--- config.mk ---
export PLATFORM = sky130hd
export DESIGN_NAME = polyline_collector
export DESIGN_NICKNAME = d
export VERILOG_FILES = /design/src/rtl/polyline_pkg.sv /design/src/rtl/pl_word_decode.sv /design/src/rtl/pl_setup_timer.sv /design/src/rtl/pl_vertex_chain.sv /design/src/rtl/polyline_collector.sv
export SDC_FILE = /design/constraint.sdc
export NUM_CORES = 1
export LEC_CHECK = 0
export BUFFER_PORTS_ARGS = -buffer_cell sky130_fd_sc_hd__buf_4
export CORE_ASPECT_RATIO = 2
export CORE_MARGIN = 2
export CORE_UTILIZATION = 45
export CTS_CLUSTER_SIZE = 28
export DETAILED_ROUTE_END_ITERATION = 10
export GPL_TIMING_DRIVEN = 0
export PLACE_DENSITY = 0.75
export SLEW_MARGIN = 20
export SYNTH_ARGS = -nofsm -noshare
export SYNTH_HDL_FRONTEND = slang
export SYNTH_SLANG_ARGS = --single-unit
--- constraint.sdc ---
create_clock -name clk -period 4.55 [get_ports clk]
set_clock_uncertainty 0.1 [all_clocks]
set_input_delay 0 -clock clk [delete_from_list [all_inputs] [get_ports clk]]
set_output_delay 0 -clock clk [all_outputs]
set_load 0.02 [all_outputs]
--- src/rtl/polyline_pkg.sv ---
`timescale 1ns/1ps
package polyline_pkg;

  typedef enum logic [1:0] {
    ST_IDLE  = 2'd0,
    ST_SETUP = 2'd1,
    ST_GROUP = 2'd2,
    ST_POS   = 2'd3
  } pl_state_e;

  localparam logic [31:0] TERM_MASK  = 32'hF000_F000;
  localparam logic [31:0] TERM_VALUE = 32'h5000_5000;

  localparam int SHADE_BIT = 28;
  localparam int X_LSB     = 0;
  localparam int Y_LSB     = 16;

endpackage

--- src/rtl/pl_word_decode.sv ---
`timescale 1ns/1ps
module pl_word_decode
  import polyline_pkg::*;
#(
  parameter int WORD_W  = 32,
  parameter int COORD_W = 11,
  parameter int COLOR_W = 24
) (
  input  logic [WORD_W-1:0]  word,
  output logic               is_term,
  output logic               shade_sel,
  output logic [COORD_W-1:0] pos_x,
  output logic [COORD_W-1:0] pos_y,
  output logic [COLOR_W-1:0] color
);

  always_comb begin
    is_term   = ((word & TERM_MASK) == TERM_VALUE);
    shade_sel = word[SHADE_BIT];
    pos_x     = word[X_LSB +: COORD_W];
    pos_y     = word[Y_LSB +: COORD_W];
    color     = word[COLOR_W-1:0];
  end

endmodule

--- src/rtl/pl_setup_timer.sv ---
`timescale 1ns/1ps
module pl_setup_timer #(
  parameter int SETUP_CYCLES = 16,
  localparam int CNT_W = (SETUP_CYCLES < 2) ? 1 : $clog2(SETUP_CYCLES)
) (
  input  logic clk,
  input  logic rst,
  input  logic load,
  input  logic run,
  output logic expire
);

  logic [CNT_W-1:0] cnt;

  always_ff @(posedge clk) begin
    if (rst) begin
      cnt <= '0;
    end else if (load) begin
      cnt <= CNT_W'(SETUP_CYCLES - 1);
    end else if (run && cnt != '0) begin
      cnt <= cnt - 1'b1;
    end
  end

  assign expire = run && (cnt == '0);

  AST_SETUP_RUNS_ON: assert property (@(posedge clk) disable iff (rst)
    (run && !expire) |=> run);

endmodule

--- src/rtl/pl_vertex_chain.sv ---
`timescale 1ns/1ps
module pl_vertex_chain #(
  parameter int COORD_W = 11,
  parameter int COLOR_W = 24
) (
  input  logic               clk,
  input  logic               rst,
  input  logic               start,
  input  logic               commit,
  input  logic [COORD_W-1:0] vx,
  input  logic [COORD_W-1:0] vy,
  input  logic [COLOR_W-1:0] vc,
  output logic               armed,
  output logic               seg_valid,
  output logic [COORD_W-1:0] seg_x0,
  output logic [COORD_W-1:0] seg_y0,
  output logic [COLOR_W-1:0] seg_c0,
  output logic [COORD_W-1:0] seg_x1,
  output logic [COORD_W-1:0] seg_y1,
  output logic [COLOR_W-1:0] seg_c1
);

  logic [1:0]         vcount;
  logic [COORD_W-1:0] prev_x, prev_y;
  logic [COLOR_W-1:0] prev_c;

  always_ff @(posedge clk) begin
    if (rst) begin
      vcount    <= 2'd0;
      prev_x    <= '0;
      prev_y    <= '0;
      prev_c    <= '0;
      seg_valid <= 1'b0;
      seg_x0    <= '0;
      seg_y0    <= '0;
      seg_c0    <= '0;
      seg_x1    <= '0;
      seg_y1    <= '0;
      seg_c1    <= '0;
    end else begin
      seg_valid <= 1'b0;
      if (start) begin
        vcount <= 2'd0;
      end else if (commit) begin
        prev_x <= vx;
        prev_y <= vy;
        prev_c <= vc;
        if (vcount != 2'd2) vcount <= vcount + 2'd1;
        if (vcount != 2'd0) begin
          seg_valid <= 1'b1;
          seg_x0    <= prev_x;
          seg_y0    <= prev_y;
          seg_c0    <= prev_c;
          seg_x1    <= vx;
          seg_y1    <= vy;
          seg_c1    <= vc;
        end
      end
    end
  end

  assign armed = (vcount == 2'd2);

  AST_SEG_NEEDS_TWO: assert property (@(posedge clk) disable iff (rst)
    seg_valid |-> armed);

  AST_SEG_FROM_COMMIT: assert property (@(posedge clk) disable iff (rst)
    seg_valid |-> $past(commit));

endmodule

--- src/rtl/polyline_collector.sv ---
`timescale 1ns/1ps
module polyline_collector
  import polyline_pkg::*;
#(
  parameter int WORD_W       = 32,
  parameter int COORD_W      = 11,
  parameter int COLOR_W      = 24,
  parameter int SETUP_CYCLES = 16
) (
  input  logic               clk,
  input  logic               rst,
  input  logic               in_valid,
  input  logic [WORD_W-1:0]  in_data,
  output logic               in_ready,
  output logic               seg_valid,
  output logic [COORD_W-1:0] seg_x0,
  output logic [COORD_W-1:0] seg_y0,
  output logic [COLOR_W-1:0] seg_c0,
  output logic [COORD_W-1:0] seg_x1,
  output logic [COORD_W-1:0] seg_y1,
  output logic [COLOR_W-1:0] seg_c1,
  output logic               busy,
  output logic               done
);

  pl_state_e          state;
  logic               shaded;
  logic [COLOR_W-1:0] cur_color;

  logic               accept, term_hit, commit, head_take, expire, armed;
  logic               d_term, d_shade;
  logic [COORD_W-1:0] d_x, d_y;
  logic [COLOR_W-1:0] d_color;

  pl_word_decode #(.WORD_W(WORD_W), .COORD_W(COORD_W), .COLOR_W(COLOR_W)) u_dec (
    .word(in_data), .is_term(d_term), .shade_sel(d_shade),
    .pos_x(d_x), .pos_y(d_y), .color(d_color)
  );

  assign in_ready  = (state != ST_SETUP);
  assign accept    = in_valid && in_ready;
  assign head_take = accept && (state == ST_IDLE);
  assign term_hit  = accept && (state == ST_GROUP) && armed && d_term;
  assign commit    = accept && ((state == ST_POS) ||
                     ((state == ST_GROUP) && !shaded && !(armed && d_term)));

  pl_setup_timer #(.SETUP_CYCLES(SETUP_CYCLES)) u_timer (
    .clk(clk), .rst(rst), .load(head_take),
    .run(state == ST_SETUP), .expire(expire)
  );

  pl_vertex_chain #(.COORD_W(COORD_W), .COLOR_W(COLOR_W)) u_chain (
    .clk(clk), .rst(rst), .start(head_take), .commit(commit),
    .vx(d_x), .vy(d_y), .vc(cur_color), .armed(armed),
    .seg_valid(seg_valid), .seg_x0(seg_x0), .seg_y0(seg_y0), .seg_c0(seg_c0),
    .seg_x1(seg_x1), .seg_y1(seg_y1), .seg_c1(seg_c1)
  );

  always_ff @(posedge clk) begin
    if (rst) begin
      state     <= ST_IDLE;
      shaded    <= 1'b0;
      cur_color <= '0;
      done      <= 1'b0;
    end else begin
      done <= term_hit;
      unique case (state)
        ST_IDLE: if (accept) begin
          shaded    <= d_shade;
          cur_color <= d_color;
          state     <= ST_SETUP;
        end
        ST_SETUP: if (expire) state <= shaded ? ST_POS : ST_GROUP;
        ST_GROUP: if (accept) begin
          if (armed && d_term) begin
            state <= ST_IDLE;
          end else if (shaded) begin
            cur_color <= d_color;
            state     <= ST_POS;
          end
        end
        ST_POS: if (accept) state <= ST_GROUP;
        default: state <= ST_IDLE;
      endcase
    end
  end

  assign busy = (state != ST_IDLE);

  AST_DONE_IDLE: assert property (@(posedge clk) disable iff (rst)
    done |-> (!busy && in_ready && !seg_valid));

  AST_STALL_QUIET: assert property (@(posedge clk) disable iff (rst)
    (busy && !in_valid) |=> (!seg_valid && !done));

  AST_FLAT_ONE_COLOR: assert property (@(posedge clk) disable iff (rst)
    (seg_valid && !shaded) |-> (seg_c0 == seg_c1));

  AST_DONE_AFTER_TWO: assert property (@(posedge clk) disable iff (rst)
    done |-> $past(armed));

endmodule

==> key figures, run 1 <==
Outcome
  – Outcome: finished, final reports clean

Synthesis
  – Post-synth EDFFs: 0
  – #FFs+latches synth: 173
  – Async set-reset flop share out of synthesis: 0%
  – Multiplexer share of the synthesized area: 0.976%
  – Simple-gate share of the synthesized area: 9.07%
  – Post-synthesis net count: 633
  – Post-Synth XOR/XNOR Area: 0.285%
  – Post-synth top area cell: dfxtp_1
  – Yosys warning count: 0
  – Post-synthesis sequential area ratio: 56.3%
  – Post-synth top flop: dfxtp_1
  – Synthesized-area fraction occupied by adder cells: 0.610%
  – Largest family of logic cells by synthesized area: compound AO/OA/AOI/OAI gates
  – Compound-gate portion of the synthesized area: 27.2%
  – Cell area after synthesis: 6150 um2
  – Yosys cell types: 38
  – Top post-synthesis cells by area: dfxtp_1 (56%), a22o_1 (13%), a21oi_1 (5.9%)
  – Cells after Synth: 595
  – Synth top area share: 56.3%
  – Synthesized area per cell: 10.3 um2

Place
  – I/O Buffers: 129
  – Dpl hpwl: 13200 um
  – Placement Setup Slack: 2190 ps
  – Placed Area: 7320 um2
  – Placer congestion estimate: 0.892

Route
  – Drt drc: 0
  – WL final: 18000 um
  – DRT Pass-1 Iters: 5
  – Wire per inst: 19.0 um
  – Violation count after the first detailed-route iteration: 322
  – Antenna viol nets, final: 0
  – Vias per inst: 5.71
  – Vias: 5399

Critical path
  – R2R depth: 6
  – Worst Path Arrival: 2610 ps
  – Crit path cell chain: nand2b_1, a21oi_1, buf_2, mux2i_1, a21oi_1, dlygate4sd3_1
  – R2R Setup Slk: 2150 ps
  – Most used cell, CP: a21oi_1
  – Worst setup path start: state[0]$_SDFFE_PP0P_
  – CP top delay family: buffers and inverters
  – Slowest CP cell: dlygate4sd3_1
  – R2R Path Start: state[0]$_SDFFE_PP0P_
  – Crit path to: cur_color[15]$_SDFFE_PP0P_
  – Crit path largest cell delay: 580 ps
  – CP max FO: 10
  – Worst path depth: 6
  – CP Data Required Time: 4760 ps
  – Critical path endpoint category: flop
  – Crit path buf inv count: 2
  – CP Launch Type: flop
  – Worst R2R End: cur_color[15]$_SDFFE_PP0P_
  – Setup CP Type: reg2reg

Global routing
  – Initial antenna violation count: 0
  – Total GRT Usage: 24.9%
  – Largest net degree at the start of global routing: 18
  – First-pass GRT wire length: 27900 um
  – Vias in the first global route: 5367
  – GRT overflow: 0

Die
  – Initial core utilization: 45.8%
  – DIE HEIGHT: 169 um
  – Full die area: 14700 um2
  – Core area: 13400 um2
  – # rows: 60
  – # IOs: 131
  – Die Wd: 86.7 um

Finish
  – Design area: 8240 um2
  – Fin nets: 815
  – Share of layout cells above drive strength 1: 27.2%
  – P&R area growth vs syn: 33.8%
  – Final core utilization: 61.3%
  – N_diodes: 0

CTS
  – # clock sinks: 173
  – Clk pin slew, worst setup/hold paths: 70 ps
  – H-tree depth: 4
  – CTS Root Buffer Type: clkbuf_16
  – TritonCTS buffer count: 17
  – Clk_lat worst skew: 420 ps
  – Post-CTS Setup Bufs: 0
  – Maximum clock path buffer count: 2
  – CTS tree: done

Timing
  – Setup TNS: 0 ps
  – RSZ-0062 raised after global routing: no
  – Final Hold Fails: 0
  – Highest Clock Rate: 416 MHz
  – Slew Viols, Final: 0
  – Worst-margin pin slew: 671 ps
  – Fin Hold WS: 201 ps
  – Setup Viol. Count Final: 0
  – Post-layout minimum cycle time: 2400 ps
  – Final Cycle Share: 52.8%
  – Relative slew slack: 55.2%
  – Worst setup margin: 2150 ps

Power and ir drop
  – Peak supply drop: 0.310 mV
  – PwrDens: 403 nW/um2
  – Lkg Pwr: 3.40 nW

Run
  – Max cap viols: 0

Hold path
  – Hold Path Cell Cnt: 5
  – Worst Hold Class: in2reg
-- what timing repair did --
action,CTS,global route
resized for setup,0,0
hold buffers,34,0
hold endpoints to repair,74,0
-- area by class of cell --
| class | count | area, um2 |
|---|---|---|
| Timing Repair Buffer | 163 | 1310 |
| Inverter | 10 | 37.5 |
| Fill cell | 1088 | 5200 |
| Clock buffer | 17 | 425 |
| Tap cell | 155 | 194 |
| Sequential cell | 173 | 3460 |
| Clock inverter | 15 | 155 |
| Buffer | 58 | 309 |
| Multi-Input combinational cell | 354 | 2340 |
-- report_power, final --
| part | internal, mW | switching [mW] |
|---|---|---|
| Combinational | 0.126 | 0.174 |
| Sequential | 1.55 | 0.0347 |
| Clock | 0.775 | 0.656 |
| Total | 2.45 | 0.865 |
-- cell usage after synthesis (6+ instances only) --
master / n
buf_2: 19
mux2i_1: 6
buf_6: 8
a21bo_2: 20
o21ai_0: 44
inv_1: 10
clkbuf_1: 24
a22o_1: 92
dfxtp_1: 173
a21oi_1: 72
nand3_1: 67
nand2b_1: 7
o21ai_1: 6
-- cell usage in the layout, fill, tap and decap left out, drive strengths merged --
cell type and instances:
a21bo 20, a21oi 72, a22o 92, a311oi 1, a31o 1, a31oi 3
a41o 1, a41oi 1, and2 1, and3 1, and3b 1, buf 163
bufinv 1, clkbuf 41, clkinv 4, clkinvlp 2, dfxtp 173, dlygate4sd3 34
ha 3, inv 18, mux2i 6, nand2 5, nand2b 7, nand3 67
nand4 2, nand4b 1, nor2 5, nor2b 1, nor3 3, nor3b 1
nor4 2, nor4b 2, o21ai 50, or2 2, or3 1, xnor2 2
-- stage by stage --
| stage | instances | total power [mW] |
|---|---|---|
| floorplan | 595 | 1.78 |
| global placement | 879 | 1.88 |
| detailed placement | 879 | 1.89 |
| CTS | 945 | 3.32 |
| global route | 945 | 3.42 |
| finish | 945 | 3.32 |
-- routing by layer --
layer  GRT usage, %  share of wire, %
met4           14.5               4.7
met5              0                 0
met3           4.57               4.3
met2           45.5                55
met1           25.7                36
-- state kept, by name, indices dropped and copies added (netlist names) --
register,count
cur_color,24
u_chain.prev_c,24
u_chain.seg_c0,24
u_chain.seg_c1,24
u_chain.prev_x,11
u_chain.prev_y,11
u_chain.seg_x0,11
u_chain.seg_x1,11
u_chain.seg_y0,11
u_chain.seg_y1,11
u_timer.cnt,4
state,2
u_chain.vcount,2
done,1
shaded,1
u_chain.seg_valid,1
-- logic make-up after synthesis --
family,Yosys count
fa+ha+maj,3
buf+inv,68
flops,173
simple gates,102
mux,6
xor+xnor,2
compound gates,241
-- worst min-delay path by stage --
stage | end | start | slack (ps)
global placement | u_chain.seg_y1[9]$_SDFFE_PP0P_ | in_data[25] | 130
global route | cur_color[2]$_SDFFE_PP0P_ | in_data[31] | 240
finish | cur_color[2]$_SDFFE_PP0P_ | in_data[31] | 200
CTS | cur_color[2]$_SDFFE_PP0P_ | in_data[31] | 190
floorplan | u_chain.seg_x1[0]$_SDFFE_PP0P_ | in_data[0] | 30
detailed placement | u_chain.seg_y1[10]$_SDFFE_PP0P_ | in_data[26] | 130
-- tightest hold or removal path, delay by kind of cell --
family / cells / cell delay (ps)
buffers and inverters: 1 / 90
and+or+nand+nor: 3 / 430
muxes: 1 / 150
No activity file was read; power rests on OpenSTA's default activity.
==> inputs of run 2 (changes only) <==
--- a/config.mk
+++ b/config.mk
@@ -5,6 +5,7 @@
 export SDC_FILE = /design/constraint.sdc
 export NUM_CORES = 1
 export LEC_CHECK = 0
+export ABC_AREA = 1
 export BUFFER_PORTS_ARGS = -buffer_cell sky130_fd_sc_hd__buf_4
 export CORE_ASPECT_RATIO = 2
 export CORE_MARGIN = 2
@@ -12,7 +13,7 @@
 export CTS_CLUSTER_SIZE = 28
 export DETAILED_ROUTE_END_ITERATION = 10
 export GPL_TIMING_DRIVEN = 0
-export PLACE_DENSITY = 0.75
+export PLACE_DENSITY = 0.76
 export SLEW_MARGIN = 20
 export SYNTH_ARGS = -nofsm -noshare
 export SYNTH_HDL_FRONTEND = slang
==> constraint.sdc (replaced) <==
create_clock -name clk -period 2.05 [get_ports clk]
set_clock_uncertainty 0.1 [all_clocks]
set_input_delay 0 -clock clk [delete_from_list [all_inputs] [get_ports clk]]
set_output_delay 0 -clock clk [all_outputs]
set_load 0.02 [all_outputs]
==> key figures, run 2 <==
Synthesis
  – Post-Synth XOR/XNOR Area: 0.118%
  – Post-synthesis net count: 1139
  – Largest family of logic cells by synthesized area: simple AND/OR/NAND/NOR gates
  – Top post-synthesis cells by area: dfxtp_1 (47%), inv_1 (11%), nor2_1 (10%)
  – Synthesized area per cell: 6.75 um2
  – Compound-gate portion of the synthesized area: 8.62%
  – Top-count cell post-synth: inv_1
  – Cell area after synthesis: 7430 um2
  – #FFs+latches synth: 173
  – Synthesized-area fraction occupied by adder cells: 0.505%
  – Synth top area share: 46.6%
  – Synth cell count leaders: inv_1 (222), nor2_1 (204), nand2_1 (176)
  – Yosys cell types: 29
  – Cells after Synth: 1101
  – Post-synth top area cell: dfxtp_1
  – Post-synthesis sequential area ratio: 46.6%
  – Post-synth EDFFs: 0
  – Multiplexer share of the synthesized area: 0%
  – Async set-reset flop share out of synthesis: 0%
  – Post-synth top flop: dfxtp_1
  – Yosys warning count: 0
  – Simple-gate share of the synthesized area: 26.9%

Critical path
  – R2R Path Start: u_chain.vcount[0]$_SDFFE_PP0P_
  – Critical path endpoint category: flop
  – Crit path largest cell delay: 320 ps
  – CP max FO: 10
  – Worst setup path start: u_chain.vcount[0]$_SDFFE_PP0P_
  – Setup CP Type: reg2reg
  – CP Launch Type: flop
  – R2R Setup Slk: 80 ps
  – Slowest CP cell: dfxtp_1
  – Worst Path Arrival: 2190 ps
  – R2R depth: 11
  – Crit path cell chain: inv_1, ha_2, nand2_2, nor2_4, nand3_4, nand2_8, nand2_8, nand4_1, buf_4, buf_4, o21ai_1
  – CP Data Required Time: 2260 ps

Place
  – I/O Buffers: 128
  – Dpl hpwl: 15100 um
  – Placed Cells incl. Taps: 1433
  – Placer congestion estimate: 0.884

Finish
  – Non-filler cells, final: 1506
  – Share of layout cells above drive strength 1: 20.2%
  – P&R area growth vs syn: 33.0%
  – N_diodes: 0
  – Fin nets: 1328
  – Most frequent cells in the layout: inv_1 (222), nor2_1 (202), nand2_1 (175), dfxtp_1 (172), buf_4 (145)
  – Commonest non-fill, non-tap cell in the layout: inv_1

Power and ir drop
  – Lkg Pwr: 4.46 nW
  – PwrDens: 873 nW/um2
  – Peak supply drop: 0.638 mV

Global routing
  – Largest net degree at the start of global routing: 17
  – Total GRT Usage: 23.9%
  – First-pass GRT wire length: 31900 um
  – GRT overflow: 0
  – Initial antenna violation count: 0
  – Vias in the first global route: 6574

CTS
  – CTS Root Buffer Type: clkbuf_16
  – Clk pin slew, worst setup/hold paths: 70 ps
  – # clock sinks: 173
  – Maximum clock path buffer count: 2
  – Clk_lat worst skew: 430 ps
  – CTS tree: done
  – H-tree depth: 4
  – TritonCTS buffer count: 17

Die
  – DIE HEIGHT: 186 um
  – Die Wd: 94.9 um
  – Core area: 16200 um2
  – Initial core utilization: 45.9%
  – # IOs: 131
  – Full die area: 17600 um2
  – # rows: 66

Timing
  – Post-layout minimum cycle time: 1970 ps
  – Slew Viols, Final: 0
  – Final Hold Fails: 0
  – Worst-margin pin slew: 650 ps
  – Relative slew slack: 56.7%
  – Setup Viol. Count Final: 0
  – Final Cycle Share: 96.1%
  – Highest Clock Rate: 507 MHz
  – Setup TNS: 0 ps

Route
  – Drt drc: 0
  – Wire per inst: 14.1 um
  – DRT Pass-1 Iters: 5
  – Vias per inst: 4.73
  – WL final: 21200 um
  – Violation count after the first detailed-route iteration: 384
  – Antenna viol nets, final: 0
  – Vias: 7120

Hold path
  – Hold Path Cell Cnt: 4
  – Worst Hold Class: in2reg
  – Hold_sp: rst

Run
  – Max cap viols: 0

Outcome
  – Outcome: finished, final reports clean
run 2: cell types whose count changed after synthesis, sizes merged, moves of 39 or more:
cell / delta
o21ai: +44
nand3: -39
a22o: -92
nor2: +201
a21oi: -42
inv: +249
nand2: +176
nand4: +52
run 2: power breakdown:
| group | switching (mW) | leakage (nW) | total [mW] | internal [mW] |
|---|---|---|---|---|
| Sequential | 0.160 | 1.41 | 3.76 | 3.60 |
| Clock | 1.40 | 0.294 | 3.29 | 1.89 |
| Combinational | 0.984 | 2.76 | 1.58 | 0.592 |
| Total | 2.55 | 4.46 | 8.63 | 6.08 |
run 2: logic make-up (layout without fill, tap and decap cells):
group                    Yosys count  count (layout)
AND/OR/NAND/NOR                  473             474
AO/OA/AOI/OAI                    127             127
XOR/XNOR                           1               1
adder cells (fa/ha/maj)            3               3
flip-flops                       173             173
buffers and inverters            324             524
run 2: final cells by class:
| type | count | area, um2 |
|---|---|---|
| Buffer | 64 | 432 |
| Clock inverter | 12 | 149 |
| Multi-Input combinational cell | 605 | 2770 |
| Fill cell | 1479 | 6300 |
| Clock buffer | 19 | 453 |
| Tap cell | 204 | 255 |
| Inverter | 259 | 980 |
| Sequential cell | 173 | 3460 |
| Timing Repair Buffer | 170 | 1380 |
run 2: final timing paths:
check,end
hold / removal,u_chain.vcount[0]$_SDFFE_PP0P_
setup reg to reg,u_chain.seg_c1[9]$_SDFFE_PP0P_
hold reg to reg,u_timer.cnt[0]$_SDFFE_PP0P_
setup / recovery,u_chain.seg_c1[9]$_SDFFE_PP0P_
run 2: repair_timing:
item                                    in CTS  in global routing
resized for setup                           27                 51
pin swaps                                    2                  6
gates cloned                                 0                  3
buffers inserted                             0                  7
endpoints found under the setup margin     159                145
endpoints found under the hold margin       71                  0
hold buffers                                33                  0
run 2: stage by stage:
step	hold slack (ps)	utilization, %	power [mW]	area [um2]	worst slack [ps]
after global placement	138	53.4	5.18	8650	-348
final	78.2	61.1	8.63	9880	79.2
after detailed placement	165	53.4	5.21	8650	-371
after global routing	135	61.1	8.99	9880	-22.7
after floorplan	34.9	-	4.76	7430	286
after CTS	63.7	59.7	8.55	9660	17.8
run 2: metal layers:
layer,vias up,wire (um),global-route usage (%)
met5,-,0,0
met1,3171,7450,23.5
met2,201,11200,43.0
met4,0,1730,18.7
met3,82,783,3.85
li1,3666,-,-
run 2: critical path: cells and delay by family (launching register included):
family	cells	cell delay, ps
AND/OR/NAND/NOR	6	710
flip-flops	1	320
buffers and inverters	3	450
AO/OA/AOI/OAI	1	80
adder cells (fa/ha/maj)	1	210
